### src/rtl/sfifo_pkg.sv
package sfifo_pkg;
  localparam int SMP_W  = 12;
  localparam int WORD_W = 32;

  typedef enum logic [1:0] {
    TAG_NONE    = 2'd0,
    TAG_VALID   = 2'd1,
    TAG_LAST    = 2'd2,
    TAG_INVALID = 2'd3
  } tag_e;

  typedef struct packed {
    logic             last;
    logic [SMP_W-1:0] data;
  } entry_t;
endpackage

### src/rtl/sfifo_src_sel.sv
module sfifo_src_sel
  import sfifo_pkg::*;
#(
  parameter int NCH = 4,
  localparam int SW = $clog2(NCH)
) (
  input  logic [SW-1:0]        sel_i,
  input  logic [NCH-1:0]       vld_i,
  input  logic [NCH*SMP_W-1:0] data_i,
  input  logic [NCH-1:0]       last_i,
  output logic                 vld_o,
  output entry_t               entry_o
);
  entry_t ch_entry [NCH];

  for (genvar k = 0; k < NCH; k++) begin : g_ch
    assign ch_entry[k].data = data_i[k*SMP_W +: SMP_W];
    assign ch_entry[k].last = last_i[k];
  end

  assign vld_o   = vld_i[sel_i];
  assign entry_o = ch_entry[sel_i];
endmodule

### src/rtl/sfifo_store.sv
module sfifo_store
  import sfifo_pkg::*;
#(
  parameter int DEPTH = 32,
  localparam int AW = $clog2(DEPTH)
) (
  input  logic       clk_i,
  input  logic       rst_ni,
  input  logic       clr_i,
  input  logic       push_i,
  input  entry_t     wdat_i,
  input  logic [1:0] pop_n_i,
  output entry_t     head0_o,
  output entry_t     head1_o
);
  entry_t         mem [DEPTH];
  logic [AW-1:0]  wp_q, rp_q;

  always_ff @(posedge clk_i) begin
    if (push_i) mem[wp_q] <= wdat_i;
  end

  always_ff @(posedge clk_i or negedge rst_ni) begin
    if (!rst_ni) begin
      wp_q <= '0;
      rp_q <= '0;
    end else if (clr_i) begin
      wp_q <= '0;
      rp_q <= '0;
    end else begin
      if (push_i) wp_q <= wp_q + AW'(1);
      rp_q <= rp_q + AW'(pop_n_i);
    end
  end

  assign head0_o = mem[rp_q];
  assign head1_o = mem[rp_q + AW'(1)];
endmodule

### src/rtl/sfifo_pack.sv
module sfifo_pack
  import sfifo_pkg::*;
#(
  parameter int CW = 6
) (
  input  logic              rd_i,
  input  logic [CW-1:0]     cnt_i,
  input  entry_t            head0_i,
  input  entry_t            head1_i,
  output logic [WORD_W-1:0] word_o,
  output logic [1:0]        pop_n_o,
  output logic              last_hit_o,
  output logic              udr_evt_o
);
  tag_e             tag0, tag1;
  logic [SMP_W-1:0] d0, d1;
  logic             has1, has2;

  assign has1 = (cnt_i != '0);
  assign has2 = (cnt_i > CW'(1));

  always_comb begin
    tag0 = TAG_INVALID;
    tag1 = TAG_INVALID;
    d0   = '0;
    d1   = '0;
    if (has1) begin
      tag0 = head0_i.last ? TAG_LAST : TAG_VALID;
      d0   = head0_i.data;
    end
    if (has2) begin
      tag1 = head1_i.last ? TAG_LAST : TAG_VALID;
      d1   = head1_i.data;
    end
  end

  assign word_o     = {tag1, 2'b00, d1, tag0, 2'b00, d0};
  assign pop_n_o    = !rd_i ? 2'd0 : has2 ? 2'd2 : has1 ? 2'd1 : 2'd0;
  assign last_hit_o = rd_i && ((has1 && head0_i.last) || (has2 && head1_i.last));
  assign udr_evt_o  = rd_i && !has1;
endmodule

### src/rtl/sfifo_sticky.sv
module sfifo_sticky #(
  parameter int N = 3
) (
  input  logic         clk_i,
  input  logic         rst_ni,
  input  logic         clr_i,
  input  logic [N-1:0] set_i,
  input  logic [N-1:0] w1c_i,
  output logic [N-1:0] q_o
);
  for (genvar i = 0; i < N; i++) begin : g_flag
    always_ff @(posedge clk_i or negedge rst_ni) begin
      if (!rst_ni)       q_o[i] <= 1'b0;
      else if (clr_i)    q_o[i] <= 1'b0;
      else if (set_i[i]) q_o[i] <= 1'b1;
      else if (w1c_i[i]) q_o[i] <= 1'b0;
    end
  end
endmodule

### src/rtl/sfifo_top.sv
module sfifo_top
  import sfifo_pkg::*;
#(
  parameter int DEPTH = 32,
  parameter int NCH   = 4,
  parameter int WMW   = 5,
  localparam int SW   = $clog2(NCH),
  localparam int CW   = $clog2(DEPTH) + 1
) (
  input  logic                 clk_i,
  input  logic                 rst_ni,
  input  logic                 fifo_clr_i,
  input  logic                 fifo_en_i,
  input  logic [SW-1:0]        ch_sel_i,
  input  logic [NCH-1:0]       smp_vld_i,
  input  logic [NCH*SMP_W-1:0] smp_data_i,
  input  logic [NCH-1:0]       smp_last_i,
  input  logic                 rd_i,
  input  logic [WMW-1:0]       wm_lvl_i,
  input  logic [2:0]           flag_w1c_i,
  output logic [WORD_W-1:0]    rd_data_o,
  output logic [CW-1:0]        count_o,
  output logic                 empty_o,
  output logic                 full_o,
  output logic                 wm_o,
  output logic                 ovr_o,
  output logic                 udr_o,
  output logic                 last_rd_o
);
  logic              src_vld, push_req, push, ovr_evt, last_hit, udr_evt, rd_eff;
  entry_t            src_entry, head0, head1;
  logic [1:0]        pop_n;
  logic [WORD_W-1:0] word;
  logic [CW-1:0]     cnt_q;
  logic [2:0]        flags;

  sfifo_src_sel #(.NCH(NCH)) u_sel (
    .sel_i  (ch_sel_i),
    .vld_i  (smp_vld_i),
    .data_i (smp_data_i),
    .last_i (smp_last_i),
    .vld_o  (src_vld),
    .entry_o(src_entry)
  );

  assign push_req = fifo_en_i && src_vld && !fifo_clr_i;
  assign push     = push_req && !full_o;
  assign ovr_evt  = push_req && full_o;
  assign rd_eff   = rd_i && !fifo_clr_i;

  sfifo_pack #(.CW(CW)) u_pack (
    .rd_i      (rd_eff),
    .cnt_i     (cnt_q),
    .head0_i   (head0),
    .head1_i   (head1),
    .word_o    (word),
    .pop_n_o   (pop_n),
    .last_hit_o(last_hit),
    .udr_evt_o (udr_evt)
  );

  sfifo_store #(.DEPTH(DEPTH)) u_store (
    .clk_i  (clk_i),
    .rst_ni (rst_ni),
    .clr_i  (fifo_clr_i),
    .push_i (push),
    .wdat_i (src_entry),
    .pop_n_i(pop_n),
    .head0_o(head0),
    .head1_o(head1)
  );

  always_ff @(posedge clk_i or negedge rst_ni) begin
    if (!rst_ni) begin
      cnt_q     <= '0;
      rd_data_o <= '0;
    end else if (fifo_clr_i) begin
      cnt_q     <= '0;
      rd_data_o <= '0;
    end else begin
      cnt_q <= cnt_q + CW'(push) - CW'(pop_n);
      if (rd_i) rd_data_o <= word;
    end
  end

  sfifo_sticky #(.N(3)) u_flags (
    .clk_i (clk_i),
    .rst_ni(rst_ni),
    .clr_i (fifo_clr_i),
    .set_i ({last_hit, udr_evt, ovr_evt}),
    .w1c_i (flag_w1c_i),
    .q_o   (flags)
  );

  assign count_o   = cnt_q;
  assign empty_o   = (cnt_q == '0);
  assign full_o    = (cnt_q == CW'(DEPTH));
  assign wm_o      = int'(cnt_q) >= int'(wm_lvl_i);
  assign ovr_o     = flags[0];
  assign udr_o     = flags[1];
  assign last_rd_o = flags[2];
endmodule

### config.mk
export PLATFORM = sky130hd
export DESIGN_NAME = sfifo_top
export DESIGN_NICKNAME = d
export VERILOG_FILES = /design/src/rtl/sfifo_pkg.sv /design/src/rtl/sfifo_src_sel.sv /design/src/rtl/sfifo_store.sv /design/src/rtl/sfifo_pack.sv /design/src/rtl/sfifo_sticky.sv /design/src/rtl/sfifo_top.sv
export SDC_FILE = /design/constraint.sdc
export NUM_CORES = 1
export LEC_CHECK = 0
export CAP_MARGIN = 40
export CORE_UTILIZATION = 60
export CTS_CLUSTER_DIAMETER = 120
export DETAILED_ROUTE_END_ITERATION = 6
export DONT_BUFFER_PORTS = 1
export PLACE_DENSITY_LB_ADDON = 0.3
export SLEW_MARGIN = 20
export SYNTH_ARGS = -nofsm -noshare
export SYNTH_HDL_FRONTEND = slang
export SYNTH_HIERARCHICAL = 1
export SYNTH_SLANG_ARGS = --single-unit
export TNS_END_PERCENT = 10
### constraint.sdc
create_clock -name clk_i -period 3.9 [get_ports clk_i]
set_input_delay 0.585 -clock clk_i [delete_from_list [all_inputs] [get_ports clk_i]]
set_output_delay 0.585 -clock clk_i [all_outputs]
set_load 0.1 [all_outputs]
---- Word-level counts from Yosys, hierarchy flattened ----
Memories as Yosys holds them, arrays and structs flattened.
Cells that the tools add are included.
cells by class
  add/subtract/negate cells ............... 5
  multiply operators ...................... 0
  div/mod/pow operators ................... 0
  magnitude comparators ................... 4
  equal/unequal tests ..................... 1
  shift operators ......................... 0
  muxes and demuxes ....................... 31
  bitwise operators ....................... 1
  reductions and logical operators ........ 20
operators with widths
  cell                                                                          count
  32-bit two-way mux                                                            2
  13-bit binary-select mux with 2-bit select                                    1
  13-bit two-way mux                                                            2
  12-bit two-way mux                                                            2
  5-bit two-way mux                                                             3
  1-bit two-way mux                                                             13
  2-bit two-way mux                                                             6
  5-bit by 1-bit adder with 5-bit output, second input constant                 2
  1-bit logical AND                                                             9
  3-bit nonzero test                                                            3
  6-bit by 1-bit adder with 6-bit output                                        1
  6-bit equality test, second input constant                                    1
  6-bit by 5-bit >= comparator with 1-bit output                                1
  6-bit by 1-bit > comparator with 1-bit output, second input constant          1
  6-bit logical NOT                                                             1
  6-bit two-way mux                                                             1
  6-bit nonzero test                                                            1
  6-bit by 2-bit subtractor with 6-bit output                                   1
  5-bit by 2-bit adder with 5-bit output                                        1
  2-bit nonzero test                                                            2
  3-bit >= comparator, second input constant                                    1
  1-bit logical NOT                                                             3
  2-bit by 3-bit less-than comparator with 1-bit output, second input constant  1
  2-bit NOT with 3-bit output                                                   1
  2 further kinds                                                               2
word-level totals
  bits in registers ....................... 51
  latch bits .............................. 0
  bits in writable memories ............... 416
  memory bits (read-only) ................. 0
  bits of input ports ..................... 71
  output and inout port bits .............. 44
  logic and storage cells ................. 70
  memories kept ........................... 1
memory list
  memory       depth  bits a word  rd ports  clocked after memory_dff  write ports  line               text
  u_store.mem  32     13           2         0                         1            sfifo_store.sv:16  entry_t mem [DEPTH];

---- Depth between registers and ports, before layout ----
Gate-level depths: netlist (run 1).
  word-level depth ........................ 8
  mapped depth ............................ 12
  depth with buffers taken out ............ 11

---- By module ----
Netlist (run 1), hierarchy kept.
modules (own cells, without submodules)
  module         times used  cells an instance  area each (um^2)  sequential area each (um^2)
  sfifo_store    1           1215               20259.4           12742.2
  sfifo_top      1           177                1954.4            950.9
  sfifo_src_sel  1           17                 366.6             0.0
  sfifo_pack     1           45                 326.6             0.0
  sfifo_sticky   1           12                 120.1             75.1

---- Least setup slack after synthesis (run 1) ----
No wires, ideal clock.
  path kind ............................... reg-to-output
  start ................................... register cnt_q[0] (netlist: count_o[0])
  end ..................................... output port wm_o
  arrival ................................. 3.620 ns
  data required time ...................... 3.315 ns
  slack ................................... -0.305 ns
  cell stages (with the launch flop) ...... 6
  path buffers ............................ 0
  cells stage by stage .................... dfrtp_1 > inv_1 > ha_1 > nand2b_1 > a21oi_1 > o21ai_0
between the ends
  longest elaborated chain between the ends .. 1
RTL lines
  what                                            line             text
  start, declared                                 sfifo_top.sv:34  logic [CW-1:0] cnt_q;
  start signal, assigned                          sfifo_top.sv:81  cnt_q <= cnt_q + CW'(push) - CW'(pop_n);
  6-bit by 5-bit >= comparator with 1-bit output  sfifo_top.sv:98  assign wm_o = int'(cnt_q) >= int'(wm_lvl_i);
  end, declared                                   sfifo_top.sv:25  output logic wm_o,
No other way between the ends.

==> results of run 1 <==
-- synth_stat cells (2+ instances only) --
cell type	instances	area (um2)
buf_6	6	67.56
nor2b_1	17	106.4
a22o_1	2	17.52
mux4_1	4	105.1
mux4_2	114	2567
dfrtp_1	51	1276
o311ai_1	2	17.52
xor2_1	4	35.03
fa_1	2	40.04
nand3b_1	4	30.03
nor4_1	2	12.51
mux2_2	2	22.52
a32o_1	13	130.1
or3_1	2	12.51
a21oi_1	20	100.1
a21o_1	2	15.01
edfxtp_1	416	12490
xnor2_1	5	43.79
clkbuf_1	25	93.84
nor3_1	11	55.05
nand3_1	59	295.3
a221oi_2	11	165.2
a221oi_1	2	17.52
nand4_1	13	81.33
buf_4	23	172.7
or2_2	2	12.51
and3_1	3	18.77
nor2_2	2	12.51
and2_2	2	15.01
o21ai_0	5	25.02
ha_1	22	275.3
and2_1	12	75.07
buf_2	58	290.3
inv_1	20	75.07
and2b_1	7	52.55
mux2i_1	280	2803
nand2b_1	9	56.30
a211oi_1	2	15.01
nor2_1	70	262.8
a22oi_1	91	683.2
nand2_1	52	195.2
-- timing repair --
item,in CTS,in global routing
hold buffers,2,0
buffers inserted,0,0
hold endpoints to repair,51,0
-- per-stage QoR --
| step | util | setup WS [ps] | std cells | setup TNS [ps] | instance area, um2 |
|---|---|---|---|---|---|
| after CTS | 0.6907 | 650.9 | 2069 | 0 | 26080 |
| after floorplan | - | -97.45 | 1469 | -10320 | 23040 |
| final | 0.6964 | 564.6 | 2087 | 0 | 26290 |
| after detailed placement | 0.6502 | 672.5 | 1982 | 0 | 24550 |
| after global routing | 0.6964 | 464.8 | 2087 | 0 | 26290 |
| after global placement | 0.6299 | 706.6 | 1939 | 0 | 23780 |
-- cell families (layout without fill, tap and decap cells) --
| logic type | after synthesis | in the layout |
|---|---|---|
| other | 1 | 4 |
| adder cells (fa/ha/maj) | 24 | 24 |
| AND/OR/NAND/NOR | 273 | 273 |
| XOR/XNOR | 10 | 10 |
| buffers and inverters | 134 | 241 |
| flip-flops | 467 | 467 |
| AO/OA/AOI/OAI | 157 | 157 |
| multiplexers | 400 | 400 |
-- flip-flops by register name (all words and copies together), names as in the netlist --
name	count
count_o	6
rd_data_o	32
u_flags/q_o	3
u_store/mem	416
u_store/rp_q	5
u_store/wp_q	5
-- worst paths after layout --
| check | start | end | slack [ps] | cells after the start |
|---|---|---|---|---|
| min reg2reg | count_o[0]$_DFF_PN0_ | count_o[0]$_DFF_PN0_ | 640 | 2 |
| max | u_store/rp_q[0]$_DFF_PN0_ | rd_data_o[25]$_DFFE_PN0P_ | 560 | 9 |
| max reg2reg | u_store/rp_q[0]$_DFF_PN0_ | rd_data_o[25]$_DFFE_PN0P_ | 560 | 9 |
| min in group asynchronous | rst_ni | rd_data_o[29]$_DFFE_PN0P_ | 560 | 2 |
| max in group asynchronous | rst_ni | u_store/rp_q[0]$_DFF_PN0_ | 3080 | 2 |
| min | fifo_clr_i | rd_data_o[17]$_DFFE_PN0P_ | 70 | 1 |
-- report_power, final --
part           switching [mW]  leakage, nW  internal, mW  total [mW]
registers               0.200         4.42          5.62        5.82
clock network            1.87        0.736          2.57        4.43
logic                    2.20         3.80          1.36        3.56
total                    4.26         8.96          9.56        13.8
-- cell type report --
class | instances | area [um2] | share of cell area
clock buffers | 67 | 1334 | 0.05073
well taps | 511 | 639.4 | 0.02432
flip-flops and latches | 467 | 13780 | 0.5239
repair buffers | 136 | 1673 | 0.06362
multi-input cells | 868 | 8640 | 0.3286
clock inverters | 18 | 157.7 | 0.005996
inverters | 20 | 75.07 | 0.002855
-- layer usage --
metal  routed length, um  vias to the layer above  global-route usage
li1                    -                     6006                   -
met1               23290                     7470              0.4436
met2               30400                     1076              0.5291
met3                7970                      175             0.07324
met4                2983                        2              0.1444
met5                  19                        -                   0
-- critical path, delay by kind of cell, from the launching register on --
| family | cells | cell delay, ps |
|---|---|---|
| adder cells (fa/ha/maj) | 1 | 610 |
| flip-flops | 1 | 580 |
| buffers and inverters | 1 | 340 |
| AO/OA/AOI/OAI | 2 | 390 |
| AND/OR/NAND/NOR | 2 | 240 |
| multiplexers | 3 | 1030 |
==> results_tabular.tex, run 1 <==
\begin{tabular}{lr}
\hline
Metric & Value \\
\hline
\multicolumn{2}{l}{\textbf{Floorplanning}} \\
\quad Initial Util & 0.6099 \\
\quad Die boundary width & 197.9 um \\
\quad Top-level I/O count & 115 \\
\quad Chip Height & $\sim$200 um \\
\quad Total Die Area & 39170 um2 \\
\quad Total core area & roughly 38000 um2 \\
\quad Core Rows & 71 \\
\multicolumn{2}{l}{\textbf{Yosys}} \\
\quad Predominant post-synthesis flop cell & edfxtp\_1 \\
\quad Post-Synth XOR/XNOR Area & 0.004619 \\
\quad Total standard cell area after synthesis & 23030 um2 \\
\quad Post-Synth Simple-Gate Area & 0.05906 \\
\quad Number of enable-type register cells in the synthesized netlist & 416 \\
\quad Adder-Cell Fraction of Synth Area & 0.01369 \\
\quad Number of cells produced by synthesis & 1466 \\
\quad Mapped Avg Cell Area & 15.71 um2 \\
\quad Largest family of logic cells by synthesized area & multiplexers \\
\quad Synth Area in Compound Gates & 0.05423 \\
\quad Fraction of the yosys area taken by sequential cells & 0.5979 \\
\quad Warning count from the yosys run & 6 \\
\quad Number of storage elements in the synthesis netlist & roughly 470 \\
\quad Library cells used by synthesis & between 50 and 60 \\
\quad Fraction of synthesized area in multiplexers & 0.2388 \\
\quad Share of synthesized flip-flops with an asynchronous set or reset & 0.1092 \\
\multicolumn{2}{l}{\textbf{Power and ir drop}} \\
\quad Power per Cell Area & 525.6 nW/um2 \\
\quad LEAKAGE & 8.956 nW \\
\quad Worst vdd ir & 0.3332 mV \\
\quad Total power & 13.82 mW \\
\multicolumn{2}{l}{\textbf{Finish}} \\
\quad Most frequent standard cell in the layout excluding fill and tap cells & edfxtp\_1 \\
\quad Area growth from synthesis to layout & 14.19\% \\
\quad Fraction of final layout cells with drive strength greater than 1 & 0.2113 \\
\quad Number of inserted filler cells in the final layout & approximately 2300 \\
\quad Layout Nets & 1636 \\
\quad Top library cells by usage in the layout, fill and taps aside & 416 x edfxtp\_1, 280 x mux2i\_1, 115 x mux4\_2 \\
\quad Count of antenna diodes in the layout & 0 \\
\multicolumn{2}{l}{\textbf{STA}} \\
\quad Max-slew violations & 0 \\
\quad Hold Vio Cnt, Final & 0 \\
\quad Worst setup skew after layout & 23.56 ps \\
\quad Finish-stage setup viols & 0 \\
\quad Slew HR & 0.3844 \\
\quad Final hold slack & 73.66 ps \\
\quad Max Fclk & between 0.2 and 0.3 GHz \\
\quad Share of the cycle needed by the critical path after routing & 0.8552 \\
\quad Slew of the pin with the lowest slew margin & 923.4 ps \\
\quad RSZ-0062 raised after global routing & no \\
\quad Minimum clock period after layout & 3335 ps \\
\multicolumn{2}{l}{\textbf{GRT}} \\
\quad Maximum number of pins on one net before global-route repair & 92 \\
\quad Antenna violations before repair & 2 \\
\quad All-Layer GR Usage & 0.3325 \\
\quad Via count of the first global-routing pass & about 15000 \\
\quad Grt total ovfl & 0 \\
\quad First-pass GRT wire length & 93050 um \\
\multicolumn{2}{l}{\textbf{Clock network}} \\
\quad Deepest level of the CTS H-tree & 2 \\
\quad Worst-case clock buffer depth & 3 \\
\quad Root cell of the clock tree & clkbuf\_16 \\
\quad Total CTS buffers & 48 \\
\quad Post-CTS resize count & 0 \\
\quad Worst-skew pair later-pin latency & 580 ps \\
\quad Clock-pin transition on the worst setup and hold timing paths & around 60 ps \\
\quad CTS sink cnt & 467 \\
\quad TritonCTS clock tree & built \\
\multicolumn{2}{l}{\textbf{Critical path}} \\
\quad Required time worst endpoint & approximately 4400 ps \\
\quad Slowest cell on crit path & ha\_4 \\
\quad Peak fanout along the critical path & 39 \\
\quad Data arrival time of the worst path & 3790 ps \\
\quad Class of the most critical setup path & flop to flop \\
\quad Cell repeated most along the worst path & mux2i\_1 \\
\quad Sort of element at the start of the critical path & flop \\
\quad Category of the worst setup path capture point & flop \\
\quad Highest cell delay on the worst timing path & 610 ps \\
\quad Worst-path cell chain & ha\_4 > buf\_12 > mux4\_2 > mux2i\_1 > a32o\_1 > a221oi\_2 > nor2b\_1 > mux2i\_1 > nor2\_1 \\
\multicolumn{2}{l}{\textbf{Routing}} \\
\quad Post-route antenna net violation count & 0 \\
\quad Pre-Repair DR Iteration Count & 5 \\
\quad Via density & 7.057 \\
\quad Routed Wire Length & 64660 um \\
\quad Number of violations reported at the end of detailed-routing iteration 0 & 2055 \\
\quad DRC violations left & 0 \\
\quad Average wire length per cell after detail routing & slightly above 30 um \\
\quad Vias & between 10000 and 15000 \\
\multicolumn{2}{l}{\textbf{Placed design}} \\
\quad Post-detail-place hpwl & 40360 um \\
\quad Count of buffers inserted at the top-level ports & 0 \\
\quad Routability congestion estimate from global placement & 0.8830 \\
\multicolumn{2}{l}{\textbf{Status}} \\
\quad Run status & finished, final reports clean \\
\multicolumn{2}{l}{\textbf{Run}} \\
\quad Max-cap violations & 0 \\
\multicolumn{2}{l}{\textbf{Min path}} \\
\quad Worst Hold Class & primary input to flop \\
\hline
\end{tabular}
(Power assumes the default switching activity.)
==> run 2, diff against run 1 <==
REMOVE_ABC_BUFFERS = 1   (was not set)
SKIP_LAST_GASP = 1   (was not set)
clock period = 4.3 ns   (was 3.9 ns; I/O delays follow)
==> run 2 against run 1 <==
Compared with the run above:
- clock skew is 8.5 ps lower
- non-clock buffer count is 7 lower
- critical path depth stayed put
- clock-buffer cell count is 2 higher
- register-to-register slack better by 460 ps
- flip-flop and latch count stayed put
- first-iteration DRC count is 11% lower
- worst setup slack better by 460 ps
- worst hold slack better by 58 ps
- highest routed layer is now met4
==> results_tabular.tex, run 2 (synthesis gave the netlist of run 1 again) <==
\begin{tabular}{lr}
\hline
Metric & Value \\
\hline
\multicolumn{2}{l}{\textbf{Finish}} \\
\quad Layout Nets & 1630 (-0.37\%) \\
\quad Layout Utilization & 0.6966 (about the same) \\
\quad Top library cells by usage in the layout, fill and taps aside & 416 x edfxtp\_1, 280 x mux2i\_1, 114 x mux4\_2 \\
\quad Final non-filler cell total & 2086 (-0.048\%) \\
\quad Fraction of final layout cells with drive strength greater than 1 & 0.2103 (-0.001002) \\
\quad Largest register FFs & 416 (unchanged) \\
\quad Largest reg by FF count & u\_store/mem \\
\quad Final Instance Area & 26300 um2 (about the same) \\
\quad Most frequent standard cell in the layout excluding fill and tap cells & edfxtp\_1 \\
\quad Area growth from synthesis to layout & 14.22\% (about the same) \\
\multicolumn{2}{l}{\textbf{Floorplanning}} \\
\quad Total core area & 37760 um2 (unchanged) \\
\quad Total Die Area & 39170 um2 (unchanged) \\
\quad Core Rows & 71 (unchanged) \\
\quad Chip Height & 197.9 um (unchanged) \\
\quad Die boundary width & 197.9 um (unchanged) \\
\quad Top-level I/O count & 115 (unchanged) \\
\quad Initial Util & 0.6099 (unchanged) \\
\multicolumn{2}{l}{\textbf{STA}} \\
\quad Hold Vio Cnt, Final & 0 (unchanged) \\
\quad Share of the cycle needed by the critical path after routing & 0.7608 (-0.09442) \\
\quad Finish-stage setup viols & 0 (unchanged) \\
\quad Max Fclk & 0.3057 GHz (+2.0\%) \\
\quad Slew HR & 0.2955 (-0.08891) \\
\quad Slew of the pin with the lowest slew margin & 1057 ps (+133.4 ps) \\
\quad Final hold slack & 131.4 ps (+57.72 ps) \\
\quad Crit path setup slack, layout & 1029 ps (+463.9 ps) \\
\quad Worst setup skew after layout & 15.09 ps (-8.466 ps) \\
\quad Minimum clock period after layout & 3271 ps (-63.92 ps) \\
\quad RSZ-0062 raised after global routing & no \\
\quad Max-slew violations & 0 (unchanged) \\
\quad Final setup TNS & 0 ps (unchanged) \\
\multicolumn{2}{l}{\textbf{Run}} \\
\quad Max-cap violations & 0 (unchanged) \\
\multicolumn{2}{l}{\textbf{Routing}} \\
\quad Post-route antenna net violation count & 0 (unchanged) \\
\quad Vias & 14700 (-0.21\%) \\
\quad Pre-Repair DR Iteration Count & 5 (unchanged) \\
\quad Average wire length per cell after detail routing & 30.96 um (about the same) \\
\quad Number of violations reported at the end of detailed-routing iteration 0 & 1825 (-11\%) \\
\quad Routed Wire Length & 64580 um (-0.12\%) \\
\quad Via density & 7.046 (-0.16\%) \\
\quad DRC violations left & 0 (unchanged) \\
\multicolumn{2}{l}{\textbf{Min path}} \\
\quad Endpoint with the worst hold slack & count\_o[0]\$\_DFF\_PN0\_ \\
\quad Hold wc startpoint & fifo\_clr\_i \\
\quad Cell depth of the worst min-delay path & 1 (unchanged) \\
\quad Worst Hold Class & primary input to flop \\
\multicolumn{2}{l}{\textbf{GRT}} \\
\quad Via count of the first global-routing pass & 14400 (-1.5\%) \\
\quad First-pass GRT wire length & 93460 um (+0.44\%) \\
\quad All-Layer GR Usage & 0.3322 (-0.0003445) \\
\quad Antenna violations before repair & 2 (unchanged) \\
\quad Maximum number of pins on one net before global-route repair & 124 (+35\%) \\
\quad Grt total ovfl & 0 (unchanged) \\
\multicolumn{2}{l}{\textbf{Critical path}} \\
\quad Startpoint of the worst-slack reg-to-reg timing path & u\_store/rp\_q[0]\$\_DFF\_PN0\_ \\
\quad Peak fanout along the critical path & 72 (+85\%) \\
\quad Worst reg2reg endpoint & rd\_data\_o[31]\$\_DFFE\_PN0P\_ \\
\quad Flop2flop setup slack & 1030 ps (+460 ps) \\
\quad Reg2Reg Depth & 9 (unchanged) \\
\quad Data arrival time of the worst path & 3730 ps (-60 ps) \\
\quad Sort of element at the start of the critical path & flop \\
\quad Category of the worst setup path capture point & flop \\
\quad Class of the most critical setup path & flop to flop \\
\quad Required time worst endpoint & 4760 ps (+400 ps) \\
\multicolumn{2}{l}{\textbf{Power and ir drop}} \\
\quad Net switching power figure & 3.827 mW (-10\%) \\
\quad Internal power & 8.678 mW (-9.2\%) \\
\quad LEAKAGE & 8.950 nW (about the same) \\
\quad Total power & 12.51 mW (-9.5\%) \\
\quad Logic pwr share & 0.255 (-0.003) \\
\quad Worst vdd ir & 0.3184 mV (-4.4\%) \\
\quad Switching share of power & 0.3061 (-0.002375) \\
\quad Power per Cell Area & 475.5 nW/um2 (-9.5\%) \\
\quad Clock group share of total power & 0.323 (+0.002) \\
\quad Sequential Power Share & 0.421 (about the same) \\
\multicolumn{2}{l}{\textbf{Clock network}} \\
\quad TritonCTS clock tree & built \\
\quad Total CTS buffers & 49 (+2.1\%) \\
\quad Clock-pin transition on the worst setup and hold timing paths & 60 ps (about the same) \\
\quad Worst-case clock buffer depth & 3 (unchanged) \\
\quad CTS sink cnt & 467 (unchanged) \\
\quad Root cell of the clock tree & clkbuf\_16 \\
\quad Post-CTS resize count & 0 (unchanged) \\
\quad Hold buffers post-CTS & 2 (unchanged) \\
\quad Worst-skew pair later-pin latency & 590 ps (about the same) \\
\quad Post-CTS Repair Setup Buffers & 0 (unchanged) \\
\quad Deepest level of the CTS H-tree & 2 (unchanged) \\
\multicolumn{2}{l}{\textbf{Status}} \\
\quad Run status & finished, final reports clean \\
\multicolumn{2}{l}{\textbf{Placed design}} \\
\quad Post-detail-place hpwl & 41280 um (+2.3\%) \\
\quad Routability congestion estimate from global placement & 0.9298 (+5.3\%) \\
\quad Placed instance count & 1975 (-0.35\%) \\
\quad Pre-CTS setup slack & 1004 ps (+331.0 ps) \\
\quad Standard cell area after detailed placement & 24530 um2 (about the same) \\
\quad Count of buffers inserted at the top-level ports & 0 (unchanged) \\
\hline
\end{tabular}
## run 2: power by group through the flow
stage	combinational (mW)	clock [mW]	sequential, mW
floorplan	1.81	0	5.96
global placement	2.39	0	5.67
detailed placement	3.01	0	5.41
CTS	3.04	4.05	5.32
global route	3.31	4.25	5.27
finish	3.19	4.04	5.27
## run 2: per-layer routing
layer	share of wire	vias up	wire, um	GRT usage
li1	-	5988	-	-
met2	0.48	1053	31250	0.5386
met4	0.048	0	3132	0.1516
met3	0.11	193	6965	0.05723
met1	0.36	7464	23230	0.4423
met5	0	-	0	0
## run 2: layout make-up
class	count	area, um2
Antenna cell	1	2.502
Clock buffer	69	1374
Clock inverter	21	147.6
Fill cell	2326	11450
Inverter	20	75.07
Multi-Input combinational cell	868	8643
Sequential cell	467	13780
Tap cell	511	639.4
Timing Repair Buffer	129	1644
## run 2: worst max-delay path: stages, from the launching register on
cell and delay (ps):
dfrtp_4 600, buf_12 520, nand3_1 250, o21ai_1 510, buf_4 260, a32o_1 260
a221oi_2 90, or2_2 340, mux2i_1 200, nor2_1 70
## run 2: worst max-delay path by stage
| stage | cells after the start | slack (ps) | startpoint | endpoint |
|---|---|---|---|---|
| detailed placement | 8 | 1000 | u_store/rp_q[0]$_DFF_PN0_ | rd_data_o[31]$_DFFE_PN0P_ |
| finish | 9 | 1030 | u_store/rp_q[0]$_DFF_PN0_ | rd_data_o[31]$_DFFE_PN0P_ |
| CTS | 8 | 960 | u_store/rp_q[0]$_DFF_PN0_ | rd_data_o[31]$_DFFE_PN0P_ |
| floorplan | 9 | -6240 | u_store/rp_q[1]$_DFF_PN0_ | u_flags/q_o[2]$_DFFE_PN0P_ |
| global placement | 8 | 1120 | u_store/rp_q[0]$_DFF_PN0_ | rd_data_o[31]$_DFFE_PN0P_ |
| global route | 9 | 850 | u_store/rp_q[0]$_DFF_PN0_ | rd_data_o[31]$_DFFE_PN0P_ |
